## src/rtl/blk_sequencer.sv

```systemverilog
module blk_sequencer #(
  parameter int CNT_W = 6,
  parameter int DBC_W = 8,
  parameter int PH_W  = 7
) (
  input  logic             clk,
  input  logic             rst_n,
  input  logic             start,
  input  logic [2:0]       rate_sel,
  input  logic             blocking_mode,
  input  logic             dbc_after_mode,
  input  logic             cyc_tick,
  input  logic [15:0]      stamp,
  output logic [CNT_W-1:0] blk_count,
  output logic [DBC_W-1:0] dbc_out
);
  localparam logic [15:0] NO_INFO = 16'hFFFF;

  logic [2:0]       rate_q;
  logic             blk_q, end_q;
  logic [PH_W-1:0]  phase, ph_last;
  logic [DBC_W-1:0] ctr, ctr_next;
  logic [CNT_W-1:0] nb_cnt, grp_cnt, cnt;
  logic             ph_zero, fam44;

  assign ph_zero = (phase == '0);
  assign fam44   = (rate_q == 3'd1) || (rate_q == 3'd3) || (rate_q == 3'd5);

  always_comb begin
    nb_cnt  = '0;
    ph_last = '0;
    case (rate_q)
      3'd0: nb_cnt = CNT_W'(4);
      3'd1: begin
        nb_cnt  = CNT_W'(5) + CNT_W'(phase[0] ^ (ph_zero || phase >= PH_W'(40)));
        ph_last = PH_W'(79);
      end
      3'd2: nb_cnt = CNT_W'(6);
      3'd3: begin
        nb_cnt  = CNT_W'(11) + CNT_W'(ph_zero);
        ph_last = PH_W'(39);
      end
      3'd4: nb_cnt = CNT_W'(12);
      3'd5: begin
        nb_cnt  = CNT_W'(22) + CNT_W'(ph_zero);
        ph_last = PH_W'(19);
      end
      3'd6: nb_cnt = CNT_W'(24);
      default: nb_cnt = '0;
    endcase
  end

  always_comb begin
    case (rate_q)
      3'd0, 3'd1, 3'd2: grp_cnt = CNT_W'(8);
      3'd3, 3'd4:       grp_cnt = CNT_W'(16);
      3'd5, 3'd6:       grp_cnt = CNT_W'(32);
      default:          grp_cnt = '0;
    endcase
  end

  assign cnt      = blk_q ? ((stamp == NO_INFO) ? '0 : grp_cnt) : nb_cnt;
  assign ctr_next = ctr + DBC_W'(cnt);

  always_ff @(posedge clk) begin
    if (!rst_n) begin
      rate_q    <= '0;
      blk_q     <= 1'b0;
      end_q     <= 1'b0;
      phase     <= '0;
      ctr       <= '0;
      blk_count <= '0;
      dbc_out   <= '0;
    end else if (start) begin
      rate_q    <= rate_sel;
      blk_q     <= blocking_mode;
      end_q     <= dbc_after_mode;
      phase     <= '0;
      ctr       <= '0;
      blk_count <= '0;
      dbc_out   <= '0;
    end else if (cyc_tick) begin
      blk_count <= cnt;
      ctr       <= ctr_next;
      dbc_out   <= end_q ? ctr_next : ctr;
      if (!blk_q && fam44)
        phase <= (phase == ph_last) ? '0 : phase + PH_W'(1);
    end
  end

  assert_hold_R9: assert property (@(posedge clk) disable iff (!rst_n)
    (!cyc_tick && !start) |=> ($stable(blk_count) && $stable(dbc_out)));

  assert_empty_slot_R2: assert property (@(posedge clk) disable iff (!rst_n)
    (blk_q && cyc_tick && !start && stamp == NO_INFO) |=> (blk_count == '0));

  assert_ctr_advance_R7: assert property (@(posedge clk) disable iff (!rst_n)
    (cyc_tick && !start) |=> (ctr == DBC_W'($past(ctr) + DBC_W'(blk_count))));

  assert_hdr_before_R7: assert property (@(posedge clk) disable iff (!rst_n)
    (!end_q && cyc_tick && !start) |=> (dbc_out == $past(ctr)));

  assert_hdr_after_R8: assert property (@(posedge clk) disable iff (!rst_n)
    (end_q && cyc_tick && !start) |=> (dbc_out == ctr));

  assert_phase_range_R4: assert property (@(posedge clk) disable iff (!rst_n)
    (rate_q == 3'd1) |-> (phase < PH_W'(80)));

  assert_start_clear_R6: assert property (@(posedge clk) disable iff (!rst_n)
    start |=> (ctr == '0 && phase == '0 && blk_count == '0));
endmodule

```

## config.mk

```make
export PLATFORM = sky130hd
export DESIGN_NAME = blk_sequencer
export DESIGN_NICKNAME = d
export VERILOG_FILES = /design/src/rtl/blk_sequencer.sv
export SDC_FILE = /design/constraint.sdc
export NUM_CORES = 1
export LEC_CHECK = 0
export BUFFER_PORTS_ARGS = -buffer_cell sky130_fd_sc_hd__buf_2
export CORE_MARGIN = 3
export CORE_UTILIZATION = 55
export CTS_CLUSTER_DIAMETER = 50
export DETAILED_ROUTE_END_ITERATION = 16
export PLACE_DENSITY = 0.77
export SLEW_MARGIN = 25
export SYNTH_ARGS = -nofsm -noshare
export SYNTH_HDL_FRONTEND = slang
export SYNTH_SLANG_ARGS = --single-unit
export TNS_END_PERCENT = 30
```

## constraint.sdc

```tcl
create_clock -name clk -period 3.63 [get_ports clk]
set_input_delay 0 -clock clk [delete_from_list [all_inputs] [get_ports clk]]
set_output_delay 0 -clock clk [all_outputs]
set_load 0.1 [all_outputs]
```

# Word level (Yosys, flattened, before mapping)
# Cells that the tools add are included.
# word_totals
register_bits,34
latchBits,0
ram_bits,0
rom_bits,0
inputBits,25
output_inout_bits,14
n_memories,0
# op_classes
n_addsub,5
multipliers,0
div_mod_pow,0
n_lt_le_gt_ge,1
eq_ne,8
shifts,0
muxes,7
bitwise,2
reduce_logical,12
# op_table
operator,n
$pmux W6 S7,1
$pmux W7 S3,1
$pmux W6 S3,1
$eq A16 B16 Y1 const B,1
$mux W6,2
$eq A3 B3 Y1 const B,3
$add A8 B6 Y8,1
$mux W8,1
$add A7 B1 Y7 const B,1
$eq A7 B7 Y1,1
$ge A7 B6 Y1 const B,1
$logic_not A7 Y1,1
$mux W7,1
$add A5 B1 Y6 const A,1
$eq A3 B2 Y1 const B,2
$reduce_or A2 Y1,3
$add A4 B1 Y5 const A,1
$add A3 B1 Y4 const A,1
$eq A3 B1 Y1 const B,1
$logic_not A3 Y1,1
$logic_or A1 B1 Y1,3
$reduce_or A3 Y1,1
$reduce_and A2 Y1,1
$logic_and A1 B1 Y1,1
other kinds (3),3

# Logic depth before layout (Yosys ltp)
# Gate-level depths: netlist (run 1).
# logic_depth
depth_word,8
depth_mapped,14
depth_no_buf,14

# Least setup slack after synthesis (run 1)
# No wires, ideal clock.
# synth_path
kind,register -> register
start,register phase[0]
end,register ctr[6]
setup_time_ns,0.124
arrival_time_ns,2.775
t_required_ns,3.506
path_slack_ns,0.731
stages_incl_launch_ff,15
path_buffers,0
cell_sequence,dfxtp_1 -> inv_1 -> ha_1 -> or3b_4 -> nor3_1 -> mux2i_1 -> o311a_1 -> ha_1 -> inv_1 -> fa_1 -> nor2b_1 -> o31a_1 -> o21a_1 -> o21ai_0 -> mux2i_1
# synth_via
elab_chain_len,7
# synth_lines
element,line_no,text
from (decl),21,"logic [PH_W-1:0] phase, ph_last;"
from (signal assigned),87,phase <= (phase == ph_last) ? '0 : phase + PH_W'(1);
$ge A7 B6 Y1 / $logic_not A7 Y1 (equally long branches),"35, 26",
$logic_or A1 B1 Y1,35,nb_cnt = CNT_W'(5) + CNT_W'(phase[0] ^ (ph_zero || phase >= PH_W'(40)));
$xor A1 B1 Y1,35,
$add A3 B1 Y4,35,
$pmux W6 S7 (*),32,case (rate_q)
$mux W6 (*),62,assign cnt = blk_q ? ((stamp == NO_INFO) ? '0 : grp_cnt) : nb_cnt;
named net cnt[0],23,"logic [CNT_W-1:0] nb_cnt, grp_cnt, cnt;"
$add A8 B6 Y8 (*),63,assign ctr_next = ctr + DBC_W'(cnt);
to (signal assigned),84,ctr <= ctr_next;
to (decl),22,"logic [DBC_W-1:0] ctr, ctr_next;"
# The timed path passes the listed nets; every way through them passes the cells marked *.
# A chain may end at the register's enable or synchronous reset.

# Worst setup path in the final report (run 1)
# Ends and elaborated chain as after synthesis.

==> results of run 1 <==
## logic make-up after synthesis
group | after synthesis | synth area share [%]
AO/OA/AOI/OAI | 61 | 20.0
XOR/XNOR | 10 | 4.31
adder cells (fa/ha/maj) | 9 | 5.91
buffers and inverters | 26 | 5.48
flip-flops | 34 | 33.5
multiplexers | 19 | 9.36
AND/OR/NAND/NOR | 85 | 21.4
## stage by stage
step / power, mW / util [%]
after global routing: 0.876 / 69.5
final: 0.837 / 69.5
after global placement: 0.542 / 64.2
after CTS: 0.842 / 69.5
after floorplan: 0.512 / -
after detailed placement: 0.544 / 64.2
## final timing paths
kind                               endpoint  slack (ns)                 startpoint
setup / recovery        ctr[6]$_SDFFE_PP0P_        0.46      phase[0]$_SDFFE_PP0P_
hold reg to reg   blk_count[2]$_SDFFE_PP0P_        0.46  blk_count[2]$_SDFFE_PP0P_
hold / removal       rate_q[2]$_SDFFE_PN0P_        0.02                      rst_n
setup reg to reg        ctr[6]$_SDFFE_PP0P_        0.46      phase[0]$_SDFFE_PP0P_
## metal layers
metal	global-route usage, %	wire length [um]	part of all wire (%)
met5	0	0	0
met4	9.14	82	1.8
met3	5.40	251	5.5
met2	38.9	2080	45
met1	27.6	2180	47
## final cells by class
cell class | count | area (um2)
Clock inverter | 1 | 5.00
Fill cell | 282 | 1050
Tap cell | 46 | 57.6
Multi-Input combinational cell | 184 | 1240
Clock buffer | 7 | 86.3
Sequential cell | 34 | 681
Timing Repair Buffer | 47 | 280
Inverter | 11 | 41.3
## synthesized netlist by cell type (4+ instances only)
library cell / instances
sky130_fd_sc_hd__xor2_1: 4
sky130_fd_sc_hd__nand2_1: 12
sky130_fd_sc_hd__nor3_1: 5
sky130_fd_sc_hd__a211oi_1: 7
sky130_fd_sc_hd__o21ai_0: 10
sky130_fd_sc_hd__dfxtp_1: 34
sky130_fd_sc_hd__inv_1: 11
sky130_fd_sc_hd__xnor2_1: 6
sky130_fd_sc_hd__clkbuf_1: 9
sky130_fd_sc_hd__nand2b_1: 5
sky130_fd_sc_hd__ha_1: 8
sky130_fd_sc_hd__o21a_1: 5
sky130_fd_sc_hd__nor2_1: 30
sky130_fd_sc_hd__nor2b_1: 8
sky130_fd_sc_hd__a21oi_1: 16
sky130_fd_sc_hd__mux2i_1: 19
sky130_fd_sc_hd__nand4_1: 8
## placed cells by master (no fill, tap or decap), types with 9 or more instances in the layout
cell type and count:
sky130_fd_sc_hd__nand2_1 12, sky130_fd_sc_hd__inv_1 11, sky130_fd_sc_hd__nor2_1 30, sky130_fd_sc_hd__a21oi_1 16, sky130_fd_sc_hd__buf_2 38, sky130_fd_sc_hd__mux2i_1 19
sky130_fd_sc_hd__o21ai_0 10, sky130_fd_sc_hd__dlygate4sd3_1 9, sky130_fd_sc_hd__dfxtp_1 34
## power by group through the flow
stage,registers [mW],logic (mW),clock network [mW]
after floorplan,0.428,0.0837,0
after global placement,0.406,0.136,0
after detailed placement,0.407,0.137,0
after CTS,0.398,0.146,0.298
after global routing,0.401,0.160,0.316
final,0.399,0.147,0.291
## sequential cells by signal, summed over array words and instances, names as in the netlist
signal and cells:
rate_q 3, blk_count 6, end_q 1, ctr 8, dbc_out 8, blk_q 1, phase 7
## repair_timing
item,4_1_cts,5_1_grt
buffers inserted,0,0
resized for setup,0,0
endpoints found under the hold margin,5,0
endpoints found under the setup margin,0,0
hold buffers,9,0
==> flow_summary.yaml, run 1 <==
floorplanning:
  initial_core_utilization_pct: 59.0
  die-height_um: 66.8
  floorplan.io_pins: 39
  core_um2: 3440
  area_of_the_die_um2: 4460
  core.rowCount: 21
  die_w_um: 66.8
yosys:
  synth.ff_latch_count: 34
  yosys_warnings: 0
  synthDominantAreaCellType: "sky130_fd_sc_hd__dfxtp_1"
  synth_ff_type: "sky130_fd_sc_hd__dfxtp_1"
  netlist_area_um2: 2030
  ys_types: 49
  syn-instance-count: 244
  ys_async_sr_fraction_pct: 0
  synth_area_per_cell_um2: 8.33
  synth_largest_type_area_fraction_pct: 33.5
  number_of_flops_mapped_to_enable_cells_by_yosys: 0
  synth_top_cells_by_area: "sky130_fd_sc_hd__dfxtp_1 (33%), sky130_fd_sc_hd__mux2i_1 (9.4%), sky130_fd_sc_hd__nor2_1 (5.5%)"
  mappedNetlistNets: 278
  yosysSeqAreaShare_pct: 33.5
outcome:
  run_status: "completed"
critical_path:
  worst-r2r-cell-count: 14
  timing.critical_path.depth: 14
  crit_path_max_fanout: 6
  cp_slowest_cell: "sky130_fd_sc_hd__fa_1"
  slowest_delay_ns: 0.42
  crit_arrival_ns: 3.35
  critical_path.endpoint_type: "flip-flop"
  cp_class: "flip-flop to flip-flop"
  worstSetupStartpointType: "flip-flop"
  timing.critical_path.max_delay_family: "simple AND/OR/NAND/NOR gates"
  worst-endpoint-required_ns: 3.81
  worst-path-buf-inv: 2
  critical_path.cell_chain: "inv_1 -> ha_1 -> or3b_4 -> nor3_1 -> mux2i_1 -> o311a_1 -> ha_1 -> inv_1 -> fa_1 -> nor2b_1 -> o31a_1 -> o21a_1 -> o21ai_0 -> mux2i_1"
drt:
  antenna_left: 0
  number_of_vias_in_the_routed_layout: 1848
  route.detailed.drc: 0
  route.detailed.wl_per_inst_um: 13.9
  drt-pass1-iter-count: 5
  initialDrtViolationCount: 35
  postRouteWirelength_mm: 4.59
  vias_per_cell: 5.60
clock_network:
  cts-root-to-sink-buffers: 2
  clk-insertion-delay-late_ns: 0.29
  clk_pin_slew_worst_paths_ns: 0.07
  ctsRootBufferMaster: "sky130_fd_sc_hd__clkbuf_8"
  clock_sink_count: 34
  tritoncts: "done"
  cts-buffers-inserted: 5
  cts-htree-levels: 2
worst_hold_path:
  worst_hold_path.num_cells: 2
  min-delay-path-class: "primary input to flip-flop"
global_routing:
  maximum_number_of_pins_on_one_net_before_global_route_repair: 30
  groute.usage.overall_pct: 22.9
  grt_pass1_wl_mm: 7.80
  grt_pass1_vias: 1752
  grt_overflow: 0
  antenna_violations_before_repair: 0
layout:
  layout-area-overhead-vs-synth_pct: 17.7
  finish.instance_area_um2: 2390
  antennaDiodeCount: 0
  finish.cell_count_without_fillers: 330
  drive_above_1_share_pct: 18.3
  nNetsFinal: 317
sta:
  fmax_ghz: 0.316
  fin_skew_ns: 0.00612
  final_hold_viol_count: 0
  setup_viol_count_final: 0
  setup_tns_ns: 0
  layout_min_cycle_time_ns: 3.17
  worst-slew-pin-transition_ns: 0.875
  fin_ws_ns: 0.464
  setup_repair_after_global_routing_missed_its_margin: "no"
  timing.hold.ws_ns: 0.0169
  slew_headroom_pct: 41.5
  final_max_slew_viol_count: 0
  fin_crit_sh_pct: 87.2
power_and_ir_drop:
  power.combinational.fraction_pct: 17.5
  power_per_cell_area_nw_per_um2: 350
  share_clk_of_total_power_pct: 34.8
  switching_power_mw: 0.245
  peak_vdd_ir_mv: 0.239
  p_sw_share_pct: 29.3
  p_leak_nw: 1.02
  seq_power_share_pct: 47.7
  power_report.internal_total_mw: 0.592
placement:
  place_congestion: 0.854
  dp.final_hpwl_mm: 3.16
  postPlaceCellArea_um2: 2210
  pre_cts_worst_setup_slack_ns: 0.470
  port_buffers: 38
  place_inst: 313
job:
  max_cap_viol_count: 0
Note: power is estimated with default switching activity, not from simulation.
==> inputs of run 2 (changes only) <==
--- a/config.mk
+++ b/config.mk
@@ -6,11 +6,13 @@
 export NUM_CORES = 1
 export LEC_CHECK = 0
 export BUFFER_PORTS_ARGS = -buffer_cell sky130_fd_sc_hd__buf_2
+export CELL_PAD_IN_SITES_DETAIL_PLACEMENT = 1
+export CELL_PAD_IN_SITES_GLOBAL_PLACEMENT = 1
 export CORE_MARGIN = 3
-export CORE_UTILIZATION = 55
-export CTS_CLUSTER_DIAMETER = 50
+export CORE_UTILIZATION = 41
+export CTS_CLUSTER_DIAMETER = 60
 export DETAILED_ROUTE_END_ITERATION = 16
-export PLACE_DENSITY = 0.77
+export PLACE_DENSITY = 0.78
 export SLEW_MARGIN = 25
 export SYNTH_ARGS = -nofsm -noshare
 export SYNTH_HDL_FRONTEND = slang
==> run 2 against run 1 <==
Sequential power is essentially flat. Critical path type unchanged. First-iteration DRC count grew to 2.9 times the previous value. Die area grew 31%. Critical endpoint unchanged. Register-to-register slack worse by 0.12 ns. Worst setup slack worse by 0.12 ns. Sequential share of layout area is 0.67 points lower. Final area up 2.4%. Critical path depth stayed put.
==> flow_summary.yaml, run 2 (synthesis results as in run 1) <==
outcome:
  run_status: "completed"
critical_path:
  critical_path.endpoint_type: "flip-flop"
  cp_class: "flip-flop to flip-flop"
  worst-endpoint-required_ns: 3.81
  worstSetupStartpointType: "flip-flop"
  minimum_setup_slack_among_reg_to_reg_paths_ns: 0.34
  crit_path_max_fanout: 6
  crit_arrival_ns: 3.47
sta:
  final_max_slew_viol_count: 0
  setup_viol_count_final: 0
  slew_headroom_pct: 38.2
  timing.hold.ws_ns: 0.00277
  worst-slew-pin-transition_ns: 0.925
  fmax_ghz: 0.304
  layout_min_cycle_time_ns: 3.29
  setup_tns_ns: 0
  fin_crit_sh_pct: 90.6
  fin_skew_ns: 0.00988
  final_hold_viol_count: 0
  setup_repair_after_global_routing_missed_its_margin: "no"
drt:
  drt-pass1-iter-count: 4
  vias_per_cell: 5.39
  route.detailed.drc: 0
  number_of_vias_in_the_routed_layout: 1874
  route.detailed.wl_per_inst_um: 15.4
  antenna_left: 0
  initialDrtViolationCount: 100
  postRouteWirelength_mm: 5.37
floorplanning:
  floorplan.io_pins: 39
  die-height_um: 76.4
  core.rowCount: 24
  die_w_um: 76.4
  area_of_the_die_um2: 5840
  core_um2: 4560
  initial_core_utilization_pct: 44.5
power_and_ir_drop:
  peak_vdd_ir_mv: 0.227
  power_per_cell_area_nw_per_um2: 402
  p_leak_nw: 1.04
layout:
  finish.cell_count_without_fillers: 348
  layout-area-overhead-vs-synth_pct: 20.5
  layout_top_registers: "ctr x8, dbc_out x8, phase x7"
  antennaDiodeCount: 0
  nNetsFinal: 316
  drive_above_1_share_pct: 19.8
  most_common_library_cell_in_the_layout_ignoring_fill_and_taps: "sky130_fd_sc_hd__buf_2"
  most-common-layout-cells: "sky130_fd_sc_hd__buf_2 (38), sky130_fd_sc_hd__dfxtp_1 (34), sky130_fd_sc_hd__nor2_1 (30)"
placement:
  port_buffers: 38
  place_inst: 335
  place_congestion: 0.819
  dp.final_hpwl_mm: 3.81
global_routing:
  antenna_violations_before_repair: 0
  grt_pass1_vias: 1899
  maximum_number_of_pins_on_one_net_before_global_route_repair: 30
  groute.usage.overall_pct: 18.6
  grt_pass1_wl_mm: 9.07
  grt_overflow: 0
clock_network:
  clk_pin_slew_worst_paths_ns: 0.08
  clock_sink_count: 34
  tritoncts: "done"
  clk-insertion-delay-late_ns: 0.29
  cts-root-to-sink-buffers: 2
  cts-htree-levels: 2
  cts-buffers-inserted: 5
  post_cts.resized_instances: 0
  ctsRootBufferMaster: "sky130_fd_sc_hd__clkbuf_8"
worst_hold_path:
  min-delay-path-class: "primary input to flip-flop"
job:
  max_cap_viol_count: 0
## run 2: timing repair
| action | in CTS | in global routing |
|---|---|---|
| buffers inserted | 0 | 0 |
| hold endpoints to repair | 5 | 0 |
| hold buffers | 5 | 0 |
## run 2: critical path: stages, from the launching register on
cell                      delay (ns)
sky130_fd_sc_hd__dfxtp_1        0.38
sky130_fd_sc_hd__inv_1          0.10
sky130_fd_sc_hd__ha_1           0.14
sky130_fd_sc_hd__or3b_4         0.39
sky130_fd_sc_hd__nor3_1         0.26
sky130_fd_sc_hd__mux2i_1        0.22
sky130_fd_sc_hd__o311a_1        0.21
sky130_fd_sc_hd__ha_1           0.21
sky130_fd_sc_hd__inv_1          0.07
sky130_fd_sc_hd__fa_1           0.41
sky130_fd_sc_hd__nor2b_1        0.20
sky130_fd_sc_hd__o31a_1         0.20
sky130_fd_sc_hd__o21a_1         0.12
sky130_fd_sc_hd__o21ai_0        0.09
sky130_fd_sc_hd__mux2i_1        0.16
## run 2: layout make-up
type                       count  area [um2]
clock buffer                   6        82.6
clock inverter                 2        60.1
fill                         570        2120
inverter                      11        41.3
multi-input combinational    184        1240
sequential                    34         681
tap                           65        81.3
timing repair buffer          46         263
## run 2: worst paths after layout
kind / from / end / cells after the start
hold / removal: rst_n / rate_q[1]$_SDFFE_PN0P_ / 2
hold reg to reg: blk_count[2]$_SDFFE_PP0P_ / blk_count[2]$_SDFFE_PP0P_ / 2
setup reg to reg: phase[0]$_SDFFE_PP0P_ / ctr[6]$_SDFFE_PP0P_ / 14
setup / recovery: phase[0]$_SDFFE_PP0P_ / ctr[6]$_SDFFE_PP0P_ / 14
## run 2: metrics by stage
step / worst slack (ns) / util, % / instance area (um2) / power [mW]
2_1_floorplan: 0.731 / - / 2030 / 0.512
3_3_place_gp: 0.502 / 49.4 / 2260 / 0.547
3_5_place_dp: 0.389 / 49.4 / 2260 / 0.551
4_1_cts: 0.317 / 53.6 / 2450 / 0.995
5_1_grt: 0.0826 / 53.6 / 2450 / 1.03
6_report: 0.343 / 53.6 / 2450 / 0.986
## run 2: routing by layer
layer	wire, um	global-route usage (%)	up-vias
li1	-	-	942
met1	2490	23.1	884
met2	2550	32.3	42
met3	278	4.14	6
met4	53	5.07	0
met5	0	0	-
## run 2: where the power goes
part | leakage [nW] | switching [mW] | total (mW) | internal (mW)
sequential | 0.276 | 0.0135 | 0.396 | 0.383
clock | 0.0714 | 0.144 | 0.437 | 0.293
combinational | 0.690 | 0.0968 | 0.152 | 0.0557
